`src/rtl/vid_tgen.sv`:
```
module vid_tgen #(
  parameter int REG_W       = 8,
  parameter int H_SHIFT     = 3,
  parameter int V_SHIFT     = 2,
  parameter int VCNT_W      = 11,
  parameter int DEF_HTOT_HI = 97,
  parameter int DEF_HTOT_LO = 2,
  parameter int DEF_HCAP_B  = 15,
  parameter int DEF_HCAP_E  = 92,
  parameter int DEF_HS_B    = 97,
  parameter int DEF_HS_E    = 7,
  parameter int DEF_HBL_B   = 95,
  parameter int DEF_HBL_E   = 12,
  parameter int DEF_VCAP_B  = 12,
  parameter int DEF_VCAP_E  = 125,
  parameter int DEF_VS_B    = 1,
  parameter int DEF_VS_E    = 2,
  parameter int DEF_VBL_B   = 127,
  parameter int DEF_VBL_E   = 10
) (
  input  logic              clk,
  input  logic              rst_n,
  input  logic              in_hs,
  input  logic              in_vs,
  input  logic              in_hs_pol,
  input  logic              in_vs_pol,
  input  logic              out_hs_pol,
  input  logic              out_vs_pol,
  input  logic              sw_timing,
  input  logic [REG_W-1:0]  htot_hi,
  input  logic [1:0]        htot_lo,
  input  logic [REG_W-1:0]  hcap_beg,
  input  logic [REG_W-1:0]  hcap_end,
  input  logic [REG_W-1:0]  hsync_beg,
  input  logic [REG_W-1:0]  hsync_end,
  input  logic [REG_W-1:0]  hblank_beg,
  input  logic [REG_W-1:0]  hblank_end,
  input  logic [REG_W-1:0]  vcap_beg,
  input  logic [REG_W-1:0]  vcap_end,
  input  logic [REG_W-1:0]  vsync_beg,
  input  logic [REG_W-1:0]  vsync_end,
  input  logic [REG_W-1:0]  vblank_beg,
  input  logic [REG_W-1:0]  vblank_end,
  output logic              ghs,
  output logic              gvs,
  output logic              ghref,
  output logic              blank,
  output logic              border,
  output logic              visible,
  output logic [VCNT_W-1:0] det_vtotal
);

  localparam int HCNT_W = REG_W + H_SHIFT;
  localparam int VPOS_W = REG_W + V_SHIFT;
  localparam int CW     = (HCNT_W > VCNT_W) ? HCNT_W : VCNT_W;

  function automatic logic in_win(input logic [CW-1:0] c, input logic [CW-1:0] s,
                                  input logic [CW-1:0] e);
    if (s <= e) return (c >= s) && (c < e);
    return (c >= s) || (c < e);
  endfunction

  function automatic logic [CW-1:0] hscale(input logic [REG_W-1:0] r);
    return CW'({r, {H_SHIFT{1'b0}}});
  endfunction

  function automatic logic [CW-1:0] vscale(input logic [REG_W-1:0] r);
    return CW'(VPOS_W'({r, {V_SHIFT{1'b0}}}));
  endfunction

  logic hs_act, vs_act, hs_q, vs_q, hs_lead, vs_lead;
  logic [HCNT_W-1:0] hcnt, htot_m1;
  logic [VCNT_W-1:0] vcnt;

  assign hs_act  = in_hs_pol ? in_hs : ~in_hs;
  assign vs_act  = in_vs_pol ? in_vs : ~in_vs;
  assign hs_lead = hs_act & ~hs_q;
  assign vs_lead = vs_act & ~vs_q;

  logic [REG_W-1:0] e_thi, e_hcb, e_hce, e_hsb, e_hse, e_hbb, e_hbe;
  logic [REG_W-1:0] e_vcb, e_vce, e_vsb, e_vse, e_vbb, e_vbe;
  logic [1:0]       e_tlo;

  assign e_thi = sw_timing ? htot_hi    : REG_W'(DEF_HTOT_HI);
  assign e_tlo = sw_timing ? htot_lo    : 2'(DEF_HTOT_LO);
  assign e_hcb = sw_timing ? hcap_beg   : REG_W'(DEF_HCAP_B);
  assign e_hce = sw_timing ? hcap_end   : REG_W'(DEF_HCAP_E);
  assign e_hsb = sw_timing ? hsync_beg  : REG_W'(DEF_HS_B);
  assign e_hse = sw_timing ? hsync_end  : REG_W'(DEF_HS_E);
  assign e_hbb = sw_timing ? hblank_beg : REG_W'(DEF_HBL_B);
  assign e_hbe = sw_timing ? hblank_end : REG_W'(DEF_HBL_E);
  assign e_vcb = sw_timing ? vcap_beg   : REG_W'(DEF_VCAP_B);
  assign e_vce = sw_timing ? vcap_end   : REG_W'(DEF_VCAP_E);
  assign e_vsb = sw_timing ? vsync_beg  : REG_W'(DEF_VS_B);
  assign e_vse = sw_timing ? vsync_end  : REG_W'(DEF_VS_E);
  assign e_vbb = sw_timing ? vblank_beg : REG_W'(DEF_VBL_B);
  assign e_vbe = sw_timing ? vblank_end : REG_W'(DEF_VBL_E);

  assign htot_m1 = HCNT_W'({e_thi, e_tlo, 1'b0}) - HCNT_W'(1);

  always_ff @(posedge clk or negedge rst_n) begin
    if (!rst_n) begin
      hs_q       <= 1'b0;
      vs_q       <= 1'b0;
      hcnt       <= '0;
      vcnt       <= '0;
      det_vtotal <= '0;
    end else begin
      hs_q <= hs_act;
      vs_q <= vs_act;
      if (hs_lead || hcnt == htot_m1) hcnt <= '0;
      else                            hcnt <= hcnt + HCNT_W'(1);
      if (vs_lead) begin
        vcnt       <= '0;
        det_vtotal <= vcnt + VCNT_W'(1);
      end else if (hs_lead) begin
        vcnt <= vcnt + VCNT_W'(1);
      end
    end
  end

  logic [CW-1:0] hc, vc;
  logic w_hcap, w_hs, w_hbl, w_vcap, w_vs, w_vbl;

  assign hc     = CW'(hcnt);
  assign vc     = CW'(vcnt);
  assign w_hcap = in_win(hc, hscale(e_hcb), hscale(e_hce));
  assign w_hs   = in_win(hc, hscale(e_hsb), hscale(e_hse));
  assign w_hbl  = in_win(hc, hscale(e_hbb), hscale(e_hbe));
  assign w_vcap = in_win(vc, vscale(e_vcb), vscale(e_vce));
  assign w_vs   = in_win(vc, vscale(e_vsb), vscale(e_vse));
  assign w_vbl  = in_win(vc, vscale(e_vbb), vscale(e_vbe));

  logic hs_r, vs_r;

  always_ff @(posedge clk or negedge rst_n) begin
    if (!rst_n) begin
      hs_r    <= 1'b0;
      vs_r    <= 1'b0;
      ghref   <= 1'b0;
      blank   <= 1'b1;
      border  <= 1'b0;
      visible <= 1'b0;
    end else begin
      hs_r    <= w_hs;
      vs_r    <= w_vs;
      ghref   <= ~w_hbl;
      blank   <= w_hbl | w_vbl;
      visible <= w_hcap & w_vcap;
      border  <= ~(w_hbl | w_vbl) & ~(w_hcap & w_vcap);
    end
  end

  assign ghs = out_hs_pol ? hs_r : ~hs_r;
  assign gvs = out_vs_pol ? vs_r : ~vs_r;

endmodule

```
`config.mk`:
```
export PLATFORM = sky130hd
export DESIGN_NAME = vid_tgen
export DESIGN_NICKNAME = d
export VERILOG_FILES = /design/src/rtl/vid_tgen.sv
export SDC_FILE = /design/constraint.sdc
export NUM_CORES = 1
export LEC_CHECK = 0
export BUFFER_PORTS_ARGS = -buffer_cell sky130_fd_sc_hd__buf_2
export CAP_MARGIN = 20
export CORE_ASPECT_RATIO = 1.1
export CORE_MARGIN = 8
export CORE_UTILIZATION = 39
export DETAILED_ROUTE_END_ITERATION = 8
export MAX_ROUTING_LAYER = met4
export PLACE_DENSITY = 0.62
export SYNTH_ARGS = -nofsm -noshare
export SYNTH_HDL_FRONTEND = slang
export SYNTH_SLANG_ARGS = --single-unit
```
`constraint.sdc`:
```
create_clock -name clk -period 1.85 [get_ports clk]
set_input_delay 0.0925 -clock clk [delete_from_list [all_inputs] [get_ports clk]]
set_output_delay 0.0925 -clock clk [all_outputs]
set_load 0.03 [all_outputs]
```
After elaboration in Yosys (flattened, before gate mapping)
Index checks and enable logic that the tools add are counted.
Word-level totals
  flip-flop bits (word level): 41
  input port bits: 115
  output and inout port bits: 17
Operators by class
  add/subtract/negate cells: 3
  $lt $le $gt $ge: 18
  equal/unequal tests: 1
  multiplexer cells: 39
  bitwise gates (word level): 14
  reduce and logical (&&, ||, !) cells: 14
Operators by type and width (count)
  $mux W8: 13
  $ge A11 B10 Y1: 3
  $ge A11 B11 Y1: 3
  $le A11 B11 Y1: 3
  $lt A11 B10 Y1: 3
  $lt A11 B11 Y1: 3
  $mux W11: 3
  $le A10 B10 Y1: 3
  $add A11 B1 Y11 const B: 2
  $mux W1: 22
  $eq A11 B11 Y1: 1
  $sub A11 B1 Y11 const B: 1
  $not A1 Y1: 9
  $logic_or A1 B1 Y1: 7
  $logic_and A1 B1 Y1: 6
  $and A1 B1 Y1: 4
  $mux W2: 1
  $reduce_bool A2 Y1: 1
  $or A1 B1 Y1: 1

Logic depth before layout (Yosys ltp)
Gate-level depths: netlist (run 1).
  depth after elaboration: 8
  mapped depth: 15
  gate-level depth less buffers: 11

Least setup slack after synthesis (run 1)
No wires, ideal clock.
  kind: in2reg
  start point: input port sw_timing
  end point: register border
  arrival: 2.469 ns
  setup slack: -0.690 ns
  stages: 14
  cells stage by stage: buf_4 -> buf_6 -> buf_2 -> clkbuf_1 -> clkbuf_1 -> nand2_1 -> ha_1 -> nor2b_1 -> o21a_1 -> o21ai_0 -> a21oi_1 -> maj3_2 -> a21o_1 -> nor2_1
On the way
  longest elaborated chain between the ends: 8
  elaborated cells on any way between the ends: 45
Ends and longest elaborated chain
  start: declaration: RTL line 29  | input logic sw_timing,
  $mux W8 (tied with other cells): RTL line 90  | assign e_hbb = sw_timing ? hblank_beg : REG_W'(DEF_HBL_B);
  $ge A11 B11 Y1 (tied with other cells): RTL line 59, 60
  $logic_and A1 B1 Y1: RTL line 59  | if (s <= e) return (c >= s) && (c < e);
  $mux W1: RTL line 59
  $mux W1: RTL line 60  | return (c >= s) || (c < e);
  $or A1 B1 Y1 or $and A1 B1 Y1 (tied branches): RTL line 150  | border <= ~(w_hbl | w_vbl) & ~(w_hcap & w_vcap);
  $not A1 Y1: RTL line 150
  $and A1 B1 Y1 *: RTL line 150
  end signal: assignment: RTL line 150
  end: declaration: RTL line 48  | output logic border,
Mark *: on every way between the ends. The rest lies on a longest branch, timed or not. The select of a mux whose other input is x is not followed.
A chain may end at the register's enable or synchronous reset.

Worst setup path after layout (run 1)
  start point: register hcnt[4] (netlist: hc[4])
  end point: register border
On the way
  longest elaborated chain between the ends: 7
  elaborated cells on any way between the ends: 17
Ends and longest elaborated chain
  start: declaration: RTL line 72  | logic [HCNT_W-1:0] hcnt, htot_m1;
  start signal: assignment: RTL line 112  | else hcnt <= hcnt + HCNT_W'(1);
  $ge A11 B11 Y1 or $lt A11 B11 Y1 (tied branches): RTL line 59, 60
  $logic_and A1 B1 Y1: RTL line 59
  $mux W1: RTL line 59
  $mux W1: RTL line 60
  $or A1 B1 Y1 or $and A1 B1 Y1 (tied branches): RTL line 150
  $not A1 Y1: RTL line 150
  $and A1 B1 Y1 *: RTL line 150
Marks and branches as above.

==> results of run 1 <==
-- final cells by class --
| class | count | area, µm² | area share |
|---|---|---|---|
| clock buffers | 5 | 125.1 | 0.01547 |
| inverters | 61 | 231.5 | 0.02862 |
| repair buffers | 252 | 1620 | 0.2004 |
| flip-flops and latches | 41 | 1036 | 0.1281 |
| multi-input cells | 603 | 4812 | 0.5951 |
| well taps | 192 | 240.2 | 0.02971 |
| clock inverters | 3 | 21.27 | 0.002630 |
-- worst max-delay path, stage by stage (launching register included) --
cell and delay (ps):
dfrtp_2 470, ha_4 240, nor2b_4 120, a311o_1 290, a21oi_2 130, o21ai_1 70, maj3_2 350, a21o_1 180
nor2_1 80
-- flip-flops by register name, summed over array words and instances, names as in the netlist --
register / count
vc: 11
ghref: 1
vs_q: 1
det_vtotal: 11
vs_r: 1
hc: 11
visible: 1
blank: 1
hs_r: 1
border: 1
hs_q: 1
-- metrics by stage --
step	cell area [µm²]	TNS [ps]
after floorplan	5981	-2430
after global placement	7587	-3098
after detailed placement	7587	-3829
after CTS	7849	-472.2
after global routing	8087	-935.1
final	8087	-399.5
-- synth_stat cells (5+ instances only) --
| library cell | number |
|---|---|
| nand3_1 | 15 |
| nor2_1 | 69 |
| a21o_1 | 16 |
| dfrtp_1 | 40 |
| nor3_1 | 10 |
| a211oi_1 | 9 |
| o21a_1 | 9 |
| inv_1 | 61 |
| o21ai_0 | 28 |
| ha_1 | 139 |
| xnor2_1 | 31 |
| xor2_1 | 14 |
| clkbuf_1 | 11 |
| nand2_1 | 82 |
| nand2b_1 | 28 |
| a21oi_1 | 49 |
| nand4_1 | 20 |
| nor2b_1 | 14 |
| o2111ai_1 | 5 |
-- power breakdown --
group          internal [µW]  switching, µW
Sequential              1060           93.5
Clock                    502            375
Combinational            962           1110
-- kinds of logic after synthesis --
logic type | synth area share
AOI/OAI and AO/OA | 0.1673
and+or+nand+nor | 0.2184
muxes | 0.007367
buffers and inverters | 0.05395
DFF | 0.1779
xor gates and xnor gates | 0.06826
adders and majority gates | 0.3068
-- what timing repair did --
item,4_1_cts,5_1_grt
pin swaps,8,19
gates cloned,0,1
endpoints found under the hold margin,32,0
setup buffers,1,6
gates resized for setup,26,35
endpoints found under the setup margin,6,19
hold buffers,2,0
-- worst paths after layout --
check	endpoint	start	cells past startpoint	slack [ps]
worst max-delay path	border	hc[4]	8	-140
worst min-delay path	vs_q	in_vs_pol	2	10
worst max register to register	border	hc[4]	8	-140
worst min register to register	det_vtotal[0]	det_vtotal[0]	1	500
max in group asynchronous	hc[4]	rst_n	3	790
min in group asynchronous	vs_q	rst_n	2	420
-- layer usage --
metal | part of all wire | wire [µm] | track usage
met5 | 0 | 0 | -
met4 | 0.010 | 172 | 0.04598
met3 | 0.026 | 449 | 0.02095
met2 | 0.49 | 8319 | 0.3069
met1 | 0.48 | 8105 | 0.2181
==> results by group, run 1 <==
Yosys
  • Post-Syn Area: slightly below 0.006 mm²
  • Mean Syn Cell Area: 7.998 µm²
  • Synthesis-stage register bit count: 41
  • Main synth FF type: dfrtp_1
  • Post-synth EDFFs: 0
  • Post-synth ARST share: 1.000
  • Area leader, netlist: ha_1
  • Synth top area cells: ha_1 30%, dfrtp_1 17%, nand2_1 5.3%, xnor2_1 4.7%, nor2_1 4.5%
  • Post-synth top area share: 0.3012
  • Synthesized instance count: 722
  • Net Count, Synth: 976
  • Synth warn: 0
  • Sequential share of the synthesized area: 0.1779
  • Count of cell types in the netlist: 63

Die
  • Starting Density: 0.3997
  • Ports: approximately 130
  • Num rows: 46
  • Die height: approximately 140 µm
  • Die Wd: 132.0 µm
  • DIE AREA: roughly 0.019 mm²
  • Core Box Area: 0.01445 mm²

Clock tree
  • Sinks on Clock Net: between 40 and 50
  • Clock Pin Slew Worst Setup and Hold Paths: 60 ps
  • H-tree depth: 2
  • Clock tree from TritonCTS: yes
  • Total CTS buffers: 5
  • Worst-case clock buffer depth: 2
  • Clk_lat worst skew: between 200 and 300 ps
  • Root buffer cell: clkbuf_16

Run status
  • Outcome: finished with violations
  • Failing checks: setup timing

Detailed routing
  • Vias per inst: around 5
  • Via count: between 5000 and 6000
  • Drt first pass iters: 4
  • Per-cell routed wire length: 14.73 µm
  • Initial drt markers: roughly 190
  • Post-route DRC: 0
  • Final WL: 17.05 mm
  • Final ANT Viol Nets: 0

Final layout
  • Commonest non-fill, non-tap cell in the layout: buf_2
  • # diodes: 0
  • Nets: roughly 1200
  • Layout cells sized above 1: 0.3492
  • Commonest non-fill, non-tap cells in the layout: 130 x buf_2, 127 x ha_1, 114 x buf_4, 76 x nand2_1, 68 x nor2_1
  • Area grow syn2layout: 40.04%
  • Final Util: 0.5598
  • Post-Layout Cell Count: approximately 1200
  • Fill cells: roughly 1400

Global routing
  • Pin count of the biggest net entering global routing: 35
  • First-pass GRT wire length: around 27 mm
  • All-layer global routing usage: 0.1783
  • Number of global-route vias before repair: just under 6000
  • Grt total ovfl: 0
  • Antenna violations before repair: 0

Critical path
  • Crit path launch type: flip-flop
  • Arrival time worst endpoint: 2210 ps
  • Worst-path maximum fanout: 5
  • Critical path data required time: slightly above 2000 ps
  • Crit. End Element: flip-flop
  • Worst Path Class, Setup: reg2reg

Timing
  • Final period util: 1.073
  • Hold Vio Cnt, Final: 0
  • Final Setup Violations: 5
  • Worst-margin pin slew: 775.7 ps
  • Worst rel slew slack: 0.4829
  • Hold slack: 10.59 ps
  • Min Tclk post-route: just under 2000 ps
  • Pins Over Slew Limit: 0
  • Setup WS post-layout: -135.7 ps
  • Achievable Freq: around 0.50 GHz
  • Final Skew: ~7.5 ps
  • RSZ-0062 raised after global routing: true

Run
  • Max-cap violation count: 0

Place
  • Hpwl dp: roughly 14 mm
  • DP Worst Slack: -306.0 ps
  • Placed insts: 1139
  • Routability congestion estimate: ~0.85
  • Buffers on Ports: about 130

Pwr
  • P_leak: between 0.004 and 0.005 µW
  • Pwr Total: between 4000 and 5000 µW
  • Pwr/cell area: between 500 and 600 mW/mm²
  • Max VDD drop: approximately 0.43 mV

Hold path
  • Hold Crit Class: in2reg
Note: power is estimated with default switching activity, not from simulation.
==> run 2: changes to the inputs <==
CORE_ASPECT_RATIO = 0.5   (was 1.1)
SKIP_LAST_GASP = 1   (was unset)
==> results by group, run 2 (same netlist as run 1, synthesis figures left out) <==
Run status
  • Outcome: finished with violations
  • Failing checks: setup timing

Critical path
  • Arrival time worst endpoint: 2230 ps (+20 ps)
  • Crit path launch type: flip-flop
  • Crit path cell chain: ha_4 -> nor2b_1 -> a311o_1 -> a21oi_2 -> o21ai_2 -> maj3_2 -> a21o_1 -> nor2_1
  • Critical path data required time: 2070 ps (about the same)
  • Worst path slowest cell: dfrtp_2
  • Worst-path maximum fanout: 5 (unchanged)
  • Worst Path Class, Setup: reg2reg
  • Crit. End Element: flip-flop
  • R2R Path Start: hc[4]
  • Worst r2r dst: border
  • Reg-to-reg slack, setup: -150 ps (-20 ps)
  • Cells on worst reg2reg path: 8 (unchanged)
  • Crit-path max cell delay: 470 ps (about the same)

Run
  • Max-cap violation count: 0 (unchanged)

Timing
  • Worst rel slew slack: 0.7093 (+0.2264)
  • Final Skew: 14.42 ps (+6.923 ps)
  • Hold slack: 6.384 ps (-4.210 ps)
  • Pins Over Slew Limit: 0 (unchanged)
  • Min Tclk post-route: 2005 ps (+18.87 ps)
  • Setup WS post-layout: -154.6 ps (-18.87 ps)
  • Worst-margin pin slew: 434.0 ps (-341.6 ps)
  • Hold Vio Cnt, Final: 0 (unchanged)
  • Final period util: 1.084 (+0.01020)
  • Achievable Freq: 0.4989 GHz (-0.94%)
  • RSZ-0062 raised after global routing: true
  • Final Setup Violations: 9 (+4)

Final layout
  • Area grow syn2layout: 38.96%
  • Commonest non-fill, non-tap cells in the layout: 130 x ha_1, 130 x buf_2, 104 x buf_4, 76 x nand2_1, 66 x nor2_1
  • Nets: 1209 (-0.74%)
  • Layout cells sized above 1: 0.3368 (-0.01240)
  • Fill cells: 1326 (-3.8%)
  • Final Util: 0.5546 (-0.005147)

Global routing
  • All-layer global routing usage: 0.1932 (+0.01493)
  • Antenna violations before repair: 2 (+2)
  • Pin count of the biggest net entering global routing: 33 (-5.7%)
  • First-pass GRT wire length: 29.49 mm (+8.4%)
  • Grt total ovfl: 0 (unchanged)
  • Number of global-route vias before repair: 5971 (+2.9%)

Die
  • DIE AREA: 0.01919 mm² (+1.2%)
  • Starting Density: 0.3991 (-0.0005877)
  • Die Wd: 188.1 µm (+42%)
  • Die height: 102.0 µm (-29%)
  • Ports: 132 (unchanged)
  • Core Box Area: 0.01447 mm² (+0.15%)
  • Num rows: 31 (-33%)

Clock tree
  • H-tree depth: 2 (unchanged)
  • Total CTS buffers: 5 (unchanged)
  • Root buffer cell: clkbuf_16
  • Sinks on Clock Net: 41 (unchanged)
  • Clock Pin Slew Worst Setup and Hold Paths: 70 ps (about the same)
  • Worst-case clock buffer depth: 2 (unchanged)
  • Clock tree from TritonCTS: yes
  • Clk_lat worst skew: 300 ps (about the same)

Detailed routing
  • Vias per inst: 5.086 (+2.6%)
  • Via count: 5879 (+2.5%)
  • Post-route DRC: 0 (unchanged)
  • Initial drt markers: 249 (+29%)
  • Per-cell routed wire length: 15.59 µm (+5.8%)
  • Drt first pass iters: 5 (+1)
  • Final WL: 18.02 mm (+5.7%)
  • Final ANT Viol Nets: 0 (unchanged)

Hold path
  • Hold Crit Class: in2reg
  • Hold Path End: vs_q
  • Hold Path Origin: in_vs_pol
  • Worst Hold Depth: 2 (unchanged)

Place
  • Routability congestion estimate: 0.9183 (+7.8%)
  • DP Worst Slack: -345.1 ps (-39.13 ps)
  • Buffers on Ports: 131 (unchanged)
  • Hpwl dp: 15.22 mm (+5.7%)

Pwr
  • Max VDD drop: 0.4314 mV (+0.98%)
  • Pwr/cell area: 534.7 mW/mm² (+5.3%)
  • P_leak: 0.004275 µW (-0.83%)
[run 2: cell types whose count changed in the layout (fill, tap and decap cells not counted), sizes merged]
| cell | before | now |
|---|---|---|
| clkinv | 1 | 0 |
| diode | 0 | 2 |
| bufinv | 0 | 1 |
| clkinvlp | 1 | 0 |
| buf | 250 | 241 |
| inv | 62 | 61 |
| clkbuf | 5 | 7 |
[run 2: metal layers]
metal / vias to the layer above / share of wire / track usage
met5: - / 0 / -
met3: 19 / 0.063 / 0.03372
met4: 0 / 0.012 / 0.04332
met1: 2685 / 0.49 / 0.2528
met2: 149 / 0.44 / 0.3099
li1: 3026 / - / -
[run 2: how the worst max path moves through the flow]
stage	start	to	slack (ps)
6_report	hc[4]	border	-150
2_1_floorplan	sw_timing	border	-270
5_1_grt	hc[4]	border	-230
3_5_place_dp	sw_timing	border	-350
4_1_cts	hc[4]	border	-140
3_3_place_gp	sw_timing	border	-250
[run 2: power breakdown]
group / leakage [µW] / internal, µW / switching (µW)
Clock: 0.0000841 / 676 / 399
Sequential: 0.000514 / 1060 / 96.7
Combinational: 0.00368 / 929 / 1130
Total: 0.00427 / 2660 / 1630
[run 2: per-stage QoR]
step                cells  cell area [µm²]  setup TNS (ps)  total power [µW]
floorplan             722             5981           -2430              2345
global placement     1140             7567           -2905              3101
detailed placement   1140             7567           -4451              3144
CTS                  1151             7941          -330.7              4283
global route         1156             8024           -1178              4588
finish               1156             8024          -510.3              4290
[run 2: layout make-up]
| type | instances | area (µm²) | area share |
|---|---|---|---|
| inverters | 61 | 229.0 | 0.02854 |
| diodes | 2 | 5.005 | 0.0006237 |
| clock buffers | 7 | 142.6 | 0.01778 |
| multi-input cells | 603 | 4768 | 0.5943 |
| flip-flops and latches | 41 | 1036 | 0.1291 |
| repair buffers | 243 | 1565 | 0.1951 |
| clock inverters | 1 | 30.03 | 0.003742 |
| well taps | 198 | 247.7 | 0.03087 |
[run 2: what timing repair did]
item | in CTS | in global routing
gates resized for setup | 38 | 17
cloned | 1 | 0
hold endpoints to repair | 15 | 0
setup buffers | 1 | 3
pin swaps | 19 | 16
endpoints found under the setup margin | 16 | 22
hold buffers | 2 | 0
[run 2: critical path, delay by kind of cell (launching register included)]
kind | cells | cell delay [ps]
AND/OR/NAND/NOR | 2 | 200
AO/OA/AOI/OAI | 4 | 680
flip-flops | 1 | 470
adder cells (fa/ha/maj) | 2 | 590
